<file path="src/rtl/uart_os_pkg.sv">
package uart_os_pkg;

  typedef enum logic [1:0] {
    ST_IDLE  = 2'd0,
    ST_START = 2'd1,
    ST_DATA  = 2'd2,
    ST_STOP  = 2'd3
  } rx_state_e;

  typedef struct packed {
    logic vld;
    logic smp;
  } cap_ent_t;

endpackage

</file>
<file path="src/rtl/uart_os_sync.sv">
module uart_os_sync #(
  parameter int   STAGES  = 2,
  parameter logic RST_VAL = 1'b1
) (
  input  logic clk_i,
  input  logic rst_ni,
  input  logic d_i,
  output logic q_o
);

  logic [STAGES-1:0] ff_q;

  always_ff @(posedge clk_i or negedge rst_ni) begin
    if (!rst_ni) ff_q <= {STAGES{RST_VAL}};
    else         ff_q <= {ff_q[STAGES-2:0], d_i};
  end

  assign q_o = ff_q[STAGES-1];

endmodule

</file>
<file path="src/rtl/uart_os_tick.sv">
module uart_os_tick #(
  parameter int DIV = 5
) (
  input  logic clk_i,
  input  logic rst_ni,
  output logic tick_o
);

  localparam int CW = (DIV > 1) ? $clog2(DIV) : 1;
  localparam logic [CW-1:0] LAST = CW'(DIV - 1);

  logic [CW-1:0] cnt_q;

  assign tick_o = (cnt_q == LAST);

  always_ff @(posedge clk_i or negedge rst_ni) begin
    if (!rst_ni)     cnt_q <= '0;
    else if (tick_o) cnt_q <= '0;
    else             cnt_q <= cnt_q + 1'b1;
  end

endmodule

</file>
<file path="src/rtl/uart_os_frame.sv">
module uart_os_frame
  import uart_os_pkg::*;
#(
  parameter int OSR    = 16,
  parameter int DATA_W = 8
) (
  input  logic              clk_i,
  input  logic              rst_ni,
  input  logic              tick_i,
  input  logic              rx_i,
  output logic [DATA_W-1:0] byte_o,
  output logic              byte_vld_o,
  output logic              ferr_o,
  output logic              push_o,
  output logic              abort_o
);

  localparam int SCW = $clog2(OSR);
  localparam int BCW = (DATA_W > 1) ? $clog2(DATA_W) : 1;
  localparam logic [SCW-1:0] MID  = SCW'(OSR / 2 - 1);
  localparam logic [SCW-1:0] LAST = SCW'(OSR - 1);
  localparam logic [BCW-1:0] BLST = BCW'(DATA_W - 1);

  rx_state_e         state_q;
  logic [SCW-1:0]    smp_cnt_q;
  logic [BCW-1:0]    bit_cnt_q;
  logic [DATA_W-1:0] shreg_q;
  logic              prev_q;

  logic start_edge, at_mid, at_last;

  assign start_edge = (state_q == ST_IDLE) && prev_q && !rx_i;
  assign at_mid     = (smp_cnt_q == MID);
  assign at_last    = (smp_cnt_q == LAST);
  assign push_o     = tick_i && (start_edge || state_q != ST_IDLE);
  assign abort_o    = tick_i && (state_q == ST_START) && at_mid && rx_i;

  always_ff @(posedge clk_i or negedge rst_ni) begin
    if (!rst_ni) begin
      state_q    <= ST_IDLE;
      smp_cnt_q  <= '0;
      bit_cnt_q  <= '0;
      shreg_q    <= '0;
      prev_q     <= 1'b1;
      byte_o     <= '0;
      byte_vld_o <= 1'b0;
      ferr_o     <= 1'b0;
    end else begin
      byte_vld_o <= 1'b0;
      ferr_o     <= 1'b0;
      if (tick_i) begin
        prev_q <= rx_i;
        unique case (state_q)
          ST_IDLE: begin
            if (start_edge) begin
              state_q   <= ST_START;
              smp_cnt_q <= SCW'(1);
            end
          end
          ST_START: begin
            if (at_mid && rx_i) begin
              // false start
              state_q   <= ST_IDLE;
              smp_cnt_q <= '0;
            end else if (at_last) begin
              state_q   <= ST_DATA;
              smp_cnt_q <= '0;
              bit_cnt_q <= '0;
            end else begin
              smp_cnt_q <= smp_cnt_q + 1'b1;
            end
          end
          ST_DATA: begin
            if (at_mid) shreg_q <= {rx_i, shreg_q[DATA_W-1:1]};
            if (at_last) begin
              smp_cnt_q <= '0;
              if (bit_cnt_q == BLST) state_q <= ST_STOP;
              else bit_cnt_q <= bit_cnt_q + 1'b1;
            end else begin
              smp_cnt_q <= smp_cnt_q + 1'b1;
            end
          end
          ST_STOP: begin
            if (at_mid) begin
              byte_o     <= shreg_q;
              byte_vld_o <= 1'b1;
              ferr_o     <= !rx_i;
            end
            if (at_last) begin
              state_q   <= ST_IDLE;
              smp_cnt_q <= '0;
            end else begin
              smp_cnt_q <= smp_cnt_q + 1'b1;
            end
          end
          default: state_q <= ST_IDLE;
        endcase
      end
    end
  end

endmodule

</file>
<file path="src/rtl/uart_os_cap.sv">
module uart_os_cap
  import uart_os_pkg::*;
#(
  parameter int DEPTH = 8
) (
  input  logic clk_i,
  input  logic rst_ni,
  input  logic tick_i,
  input  logic push_i,
  input  logic abort_i,
  input  logic smp_i,
  output logic cap_valid_o,
  output logic cap_bit_o
);

  cap_ent_t line_q [DEPTH];

  // Head leaves before a flush, so only the aborted frame's samples are dropped.
  always_ff @(posedge clk_i or negedge rst_ni) begin
    if (!rst_ni) begin
      line_q[0] <= '0;
    end else if (tick_i) begin
      line_q[0].vld <= push_i && !abort_i;
      line_q[0].smp <= smp_i;
    end
  end

  for (genvar g = 1; g < DEPTH; g++) begin : g_stage
    always_ff @(posedge clk_i or negedge rst_ni) begin
      if (!rst_ni) begin
        line_q[g] <= '0;
      end else if (tick_i) begin
        line_q[g].vld <= line_q[g-1].vld && !abort_i;
        line_q[g].smp <= line_q[g-1].smp;
      end
    end
  end

  always_ff @(posedge clk_i or negedge rst_ni) begin
    if (!rst_ni) begin
      cap_valid_o <= 1'b0;
      cap_bit_o   <= 1'b0;
    end else begin
      cap_valid_o <= tick_i && line_q[DEPTH-1].vld;
      if (tick_i) cap_bit_o <= line_q[DEPTH-1].smp;
    end
  end

endmodule

</file>
<file path="src/rtl/uart_os_rx.sv">
module uart_os_rx #(
  parameter int CLK_DIV = 5,
  parameter int OSR     = 16,
  parameter int DATA_W  = 8
) (
  input  logic              clk_i,
  input  logic              rst_ni,
  input  logic              rxd_i,
  output logic [DATA_W-1:0] data_o,
  output logic              data_valid_o,
  output logic              frame_err_o,
  output logic              cap_valid_o,
  output logic              cap_bit_o
);

  localparam int CAP_DLY = OSR / 2;

  logic rx_s, smp_en, push, abort;

  uart_os_sync #(.STAGES(2), .RST_VAL(1'b1)) u_sync (
    .clk_i (clk_i),
    .rst_ni(rst_ni),
    .d_i   (rxd_i),
    .q_o   (rx_s)
  );

  uart_os_tick #(.DIV(CLK_DIV)) u_tick (
    .clk_i (clk_i),
    .rst_ni(rst_ni),
    .tick_o(smp_en)
  );

  uart_os_frame #(.OSR(OSR), .DATA_W(DATA_W)) u_frame (
    .clk_i     (clk_i),
    .rst_ni    (rst_ni),
    .tick_i    (smp_en),
    .rx_i      (rx_s),
    .byte_o    (data_o),
    .byte_vld_o(data_valid_o),
    .ferr_o    (frame_err_o),
    .push_o    (push),
    .abort_o   (abort)
  );

  uart_os_cap #(.DEPTH(CAP_DLY)) u_cap (
    .clk_i      (clk_i),
    .rst_ni     (rst_ni),
    .tick_i     (smp_en),
    .push_i     (push),
    .abort_i    (abort),
    .smp_i      (rx_s),
    .cap_valid_o(cap_valid_o),
    .cap_bit_o  (cap_bit_o)
  );

endmodule

</file>
<file path="config.mk">
export PLATFORM = sky130hd
export DESIGN_NAME = uart_os_rx
export DESIGN_NICKNAME = d
export VERILOG_FILES = /design/src/rtl/uart_os_pkg.sv /design/src/rtl/uart_os_sync.sv /design/src/rtl/uart_os_tick.sv /design/src/rtl/uart_os_frame.sv /design/src/rtl/uart_os_cap.sv /design/src/rtl/uart_os_rx.sv
export SDC_FILE = /design/constraint.sdc
export NUM_CORES = 1
export LEC_CHECK = 0
export BUFFER_PORTS_ARGS = -buffer_cell sky130_fd_sc_hd__buf_4
export CORE_MARGIN = 1
export CORE_UTILIZATION = 35
export CTS_CLUSTER_SIZE = 28
export DETAILED_ROUTE_END_ITERATION = 8
export MAX_ROUTING_LAYER = met4
export PLACE_DENSITY = 0.56
export SETUP_SLACK_MARGIN = 0.15
export SLEW_MARGIN = 15
export SYNTH_ARGS = -nofsm -noshare
export SYNTH_HDL_FRONTEND = slang
export SYNTH_SLANG_ARGS = --single-unit
export TNS_END_PERCENT = 10
</file>
<file path="constraint.sdc">
create_clock -name clk_i -period 3.3 [get_ports clk_i]
set_input_delay 0.33 -clock clk_i [delete_from_list [all_inputs] [get_ports clk_i]]
set_output_delay 0.33 -clock clk_i [all_outputs]
set_load 0.01 [all_outputs]
</file>
==> flow_summary.ini, run 1 <==
[synthesis]
ys_ff_latch = 51
yosysWarningCount = 0
synth_compound_area_share_pct = 9.516
synth_largest_area_cell = dfrtp_1
synth_top_family_by_area = simple AND/OR/NAND/NOR gates
avgSynthCellArea_um2 = 12.26
synth.area.top_cells = dfrtp_1 55%, mux2_2 9.3%, nand2_1 5.5%
syn_nets = 189
ys_seq_area_share_pct = 59.00
synthAdderAreaFrac_pct = 5.190
ys_types = 36
synth-xor-area-share_pct = 0
synth_top_cell_area_share_pct = 55.36
synth_mux_area_share_pct = 9.804
syn-instance-count = 177
synthSimpleGateAreaFrac_pct = 13.78
netlist_area_mm2 = 0.002170

[drt]
drc = 0
wire_per_inst_um = 12.88
vias = 1324
viasPerCell = 4.922
drt_pre_antenna_iters = 4
first_iter_violations = 97
drtAntennaViolNets = 0
wirelength_mm = 3.465

[layout]
fill_cells = 587
drive_above_1_share_pct = 24.74
antennaDiodeCount = 0
finalCoreUtilization_pct = 41.39
seqCellArea_mm2 = 0.001280
area_growth_pct = 13.61
multiInputGateArea_um2 = 830.8
num-nets-final = 205

[power_and_ir_drop]
pwr-share-seq_pct = 49.1
switching_power_uw = 440.9
p_int_uw = 1082
p_comb_share_pct = 21.8
power_density_mw_per_mm2 = 617.7
worst_ir_drop_vdd_v = 0.0002662
p_leak_uw = 0.001234
clockPowerShare_pct = 29.1
switching_share_pct = 28.96

[place]
dp_hpwl_mm = 2.255
port-buffer-count = 14
gp_congestion = 0.8041

[clocking]
root_buffer = clkbuf_8
postCtsSetupBuffers = 0
hold_buffers = 0
cts_buffers = 5
cts.sinks = 51
clock_path_buffers = 2
cts_resized = 0
clkTransAtPathRegs_ns = 0.09
clk_latency_ns = 0.30
ctsHtreeMaxLevel = 2
cts_tree = done

[floorplanning]
die_y_um = 80.73
coreArea_mm2 = 0.005956
die_w_um = 80.73
floorplan.initialDensity_pct = 36.43
die_area_mm2 = 0.006517
rows = 28
num_io_pins = 15

[critical_path]
cp.buffers_inverters = 1
r2r_cells = 6
worstSetupEndpointType = flop
critical_path.max_fanout = 14
path_cells = inv_1 -> ha_1 -> and2_1 -> nand2_1 -> o21bai_1 -> mux2_2
slowest_delay_ns = 0.53
crit_arrival_ns = 2.21
worstSetupStartpoint = u_tick.cnt_q[0]
worstPathRequired_ns = 3.49
crit_end = u_frame.bit_cnt_q[0]
startpoint_type = flop
r2r-start = u_tick.cnt_q[0]
slowest_stage = and2_1
crit_type = flop to flop
path_depth = 6
r2r_slack_ns = 1.27
critical-path-top-delay-family = simple AND/OR/NAND/NOR gates
reg2reg_to = u_frame.bit_cnt_q[0]

[global_route]
overflow = 0
grt_max_degree = 52
grt_pass1_vias = 1293
antenna_found_initial = 0
grt_util_all_layers_pct = 13.43
grt_pass1_wl_mm = 6.348

[timing]
maxSlewViolCount = 0
period_minus_slack_ns = 2.027
slew_headroom_pct = 54.26
hold_viol = 0
setup_viol = 0
finalCritPeriodShare_pct = 61.42
finClkSkew_ns = 0.009940
max_freq_mhz = 493.4
worstMarginPinSlew_ns = 0.6845
setup_tns_ns = 0
grt_setup_unrepaired = no

[job]
drv_cap = 0

[outcome]
status = finished, final reports clean

[hold_path]
min_path_type = input port to async pin
[registers in the layout, summed over array words and instances (netlist names), named ones only]
| signal | cells |
|---|---|
| u_frame.ferr_o | 1 |
| u_tick.cnt_q | 3 |
| u_frame.state_q | 1 |
| u_frame.byte_o | 8 |
| u_cap.cap_bit_o | 1 |
| u_cap.line_q | 16 |
| u_sync.ff_q | 2 |
| u_frame.prev_q | 1 |
| u_cap.cap_valid_o | 1 |
| u_frame.bit_cnt_q | 3 |
| u_frame.byte_vld_o | 1 |
| u_frame.shreg_q | 8 |
| u_frame.smp_cnt_q | 4 |
[worst min-delay path by stage]
stage	from	endpoint	slack [ns]	depth (start not counted)
finish	rst_ni	u_frame.byte_vld_o	0.05	1
global route	rst_ni	u_cap.cap_valid_o	0.1	1
CTS	rst_ni	u_cap.line_q[1]	0.07	1
detailed placement	u_sync.ff_q[0]	u_sync.ff_q[1]	0.35	0
global placement	u_sync.ff_q[0]	u_sync.ff_q[1]	0.35	0
floorplan	rst_ni	async pin	0.03	0
[area by class of cell]
cell class / count / share of cell area [%]
tap: 75 / 3.807
clock inverter: 2 / 1.421
timing repair buffer: 14 / 4.264
multi-input combinational: 111 / 33.71
clock buffer: 6 / 3.350
inverter: 10 / 1.523
sequential: 51 / 51.93
[kinds of logic (layout without fill, tap and decap cells)]
| kind of cell | after synthesis | after routing |
|---|---|---|
| fa+ha+maj | 9 | 9 |
| compound gates | 27 | 27 |
| mux | 19 | 19 |
| flops | 51 | 51 |
| buf+inv | 15 | 32 |
| simple gates | 56 | 56 |
[power by group through the flow]
stage | sequential (µW) | combinational [µW] | clock (µW)
global placement | 758 | 335 | 0
finish | 747 | 332 | 443
detailed placement | 757 | 332 | 0
CTS | 747 | 337 | 462
floorplan | 745 | 264 | 0
global route | 759 | 375 | 493
[cell usage in the layout (no fill, tap or decap), drive strengths merged, types with 2 or more instances in the layout]
master / count
nor2: 7
dfstp: 3
ha: 9
nand3: 6
a22o: 10
nand2: 32
o32ai: 2
nand2b: 3
inv: 10
mux2: 18
clkbuf: 6
buf: 14
o21ai: 3
dfrtp: 48
a21oi: 4
[metrics by stage]
stage / worst slack [ns] / total power [µW] / hold WS (ns) / instance area, µm² / cells
6_report: 1.273 / 1523 / 0.04548 / 2465 / 269
4_1_cts: 1.248 / 1546 / 0.06759 / 2465 / 269
3_5_place_dp: 1.271 / 1089 / 0.3472 / 2347 / 261
3_3_place_gp: 1.297 / 1093 / 0.3477 / 2347 / 261
5_1_grt: 1.116 / 1628 / 0.09913 / 2465 / 269
2_1_floorplan: 1.747 / 1009 / 0.03441 / 2170 / 177
[Yosys cell counts (all sizes together)]
| cell | n |
|---|---|
| mux2 | 18 |
| buf | 3 |
| o21bai | 1 |
| inv | 10 |
| dfrtp | 48 |
| o21ai | 3 |
| o221ai | 1 |
| dfstp | 3 |
| a211o | 1 |
| nand4 | 1 |
| nand2 | 32 |
| a22o | 10 |
| o32ai | 2 |
| nand3 | 6 |
| a211oi | 1 |
| nor3 | 1 |
| and2 | 1 |
| ha | 9 |
| o22ai | 1 |
| o22a | 1 |
| a21oi | 4 |
| a31oi | 1 |
| nor2 | 7 |
| mux2i | 1 |
| nand4b | 1 |
| nor2b | 1 |
| nor4b | 1 |
| clkbuf | 2 |
| a311oi | 1 |
| and3 | 1 |
| and4 | 1 |
| nand2b | 3 |
[routing by layer]
metal | wire [µm] | track usage, % | share of wire [%] | vias to the layer above
met1 | 1800 | 19.00 | 52 | 656
met2 | 1495 | 18.05 | 43 | 18
li1 | - | - | - | 643
met3 | 101 | 3.258 | 2.9 | 7
met4 | 68 | 6.071 | 2.0 | 0
met5 | 0 | - | 0 | -
Note: power is estimated with default switching activity, not from simulation.
==> run 2, diff against run 1 <==
Settings changed: PLACE_DENSITY 0.56 to 0.58.
Clock period 3.3 ns to 1.8 ns, I/O delays scaled along.
==> flow_summary.ini, run 2 (synthesized netlist as in run 1, its figures left out) <==
[clocking]
cts_tree = done
cts_buffers = 5
root_buffer = clkbuf_8
ctsHtreeMaxLevel = 2
clkTransAtPathRegs_ns = 0.10
clk_latency_ns = 0.31
clock_path_buffers = 2
cts.sinks = 51

[floorplanning]
die_y_um = 80.73
coreArea_mm2 = 0.005956
die_w_um = 80.73
num_io_pins = 15
rows = 28
die_area_mm2 = 0.006517
floorplan.initialDensity_pct = 36.43

[power_and_ir_drop]
power_density_mw_per_mm2 = 1064
pwr-share-seq_pct = 50.4
clockPowerShare_pct = 24.6
worst_ir_drop_vdd_v = 0.0006435
switching_share_pct = 32.12
p_leak_uw = 0.001271
switching_power_uw = 873.0
p_comb_share_pct = 25.0
finalPower_uw = 2718
p_int_uw = 1845

[drt]
drc = 0
wirelength_mm = 3.760
first_iter_violations = 55
drtAntennaViolNets = 0
drt_pre_antenna_iters = 4
vias = 1352
wire_per_inst_um = 13.43
viasPerCell = 4.829

[global_route]
overflow = 0
grt_util_all_layers_pct = 13.98
grt_pass1_vias = 1396
grt_pass1_wl_mm = 6.672
antenna_found_initial = 0
grt_max_degree = 52

[critical_path]
slowest_delay_ns = 0.42
slowest_stage = dfrtp_1
crit_arrival_ns = 1.83
path_cells = ha_1 -> nand2_1 -> nor2_4 -> nand3_4 -> mux2_2
reg2reg_to = u_frame.shreg_q[4]
critical-path-top-delay-family = simple AND/OR/NAND/NOR gates
r2r-start = u_frame.smp_cnt_q[0]
cp.buffers_inverters = 0
r2r_cells = 5
critical_path.max_fanout = 8
worstSetupEndpointType = flop
startpoint_type = flop
crit_type = flop to flop
r2r_slack_ns = 0.17
worstPathRequired_ns = 2.00

[layout]
num-nets-final = 216
regMostFlops = u_cap.line_q
area_growth_pct = 17.76
layout_commonest_cell = dfrtp_1
final_cell_mix = 48 x dfrtp_1, 32 x nand2_1, 21 x buf_4, 18 x mux2_2
fill_cells = 569
reg_top3 = u_cap.line_q: 16 flops, u_frame.byte_o: 8 flops, u_frame.shreg_q: 8 flops
antennaDiodeCount = 0
drive_above_1_share_pct = 30.24
largest_register_ff_count = 16
multiInputGateArea_um2 = 867.1
seqCellArea_mm2 = 0.001280

[outcome]
status = finished, final reports clean

[timing]
setup_tns_ns = 0
finalCritPeriodShare_pct = 90.47
max_freq_mhz = 614.1
worstMarginPinSlew_ns = 0.6272
setup_viol = 0
finClkSkew_ns = 0.008073
maxSlewViolCount = 0
hold_viol = 0
slew_headroom_pct = 58.19
grt_setup_unrepaired = yes
period_minus_slack_ns = 1.628

[place]
gp_congestion = 0.7611
port-buffer-count = 14
dp_hpwl_mm = 2.445

[hold_path]
min_from = u_sync.ff_q[0]
min_path_type = flop to flop
min_path_cells = 0
hold_end = u_sync.ff_q[1]

[job]
drv_cap = 0
run 2: through the flow:
step / setup slack [ns] / instances / hold slack [ns] / utilization [%] / instance area [µm²]
after floorplan: 0.2469 / 177 / -0.1156 / - / 2170
after global routing: 0.1049 / 280 / 0.3813 / 42.90 / 2555
after detailed placement: 0.1182 / 267 / 0.2509 / 40.17 / 2392
after CTS: 0.1289 / 279 / 0.3673 / 42.44 / 2527
after global placement: 0.1105 / 267 / 0.2535 / 40.17 / 2392
final: 0.1716 / 280 / 0.3671 / 42.90 / 2555
run 2: routing by layer:
layer | track usage, % | routed length, µm
met5 | - | 0
met4 | 5.893 | 69
met3 | 3.371 | 94
met2 | 20.59 | 1697
met1 | 18.42 | 1899
run 2: final cells by class:
| class | count | share of cell area [%] |
|---|---|---|
| well taps | 75 | 3.673 |
| clock inverters | 3 | 0.7346 |
| clock buffers | 5 | 2.693 |
| inverters | 10 | 1.469 |
| multi-input cells | 112 | 33.94 |
| repair buffers | 24 | 7.395 |
| flip-flops and latches | 51 | 50.10 |
run 2: power by group through the flow:
stage | clock, µW | combinational [µW] | sequential [µW]
after CTS | 689 | 662 | 1370
final | 669 | 679 | 1370
after global placement | 0 | 635 | 1390
after floorplan | 0 | 485 | 1370
after global routing | 730 | 775 | 1390
after detailed placement | 0 | 646 | 1390
run 2: what timing repair did:
action / in CTS / in global routing
buffers inserted: 1 / 1
endpoints found under the hold margin: 49 / 0
gates resized for setup: 2 / 6
hold buffers: 2 / 0
gates cloned: 1 / 0
endpoints found under the setup margin: 25 / 25
run 2: how the worst max path moves through the flow:
stage / from / end / slack [ns] / depth (start not counted)
2_1_floorplan: u_tick.cnt_q[0] / u_frame.bit_cnt_q[0] / 0.25 / 7
3_3_place_gp: u_tick.cnt_q[0] / u_frame.byte_o[4] / 0.11 / 6
3_5_place_dp: u_tick.cnt_q[0] / u_frame.byte_o[2] / 0.12 / 6
4_1_cts: u_frame.state_q[0] / u_frame.smp_cnt_q[0] / 0.13 / 5
5_1_grt: u_frame.smp_cnt_q[0] / u_frame.shreg_q[4] / 0.10 / 5
6_report: u_frame.smp_cnt_q[0] / u_frame.shreg_q[4] / 0.17 / 5
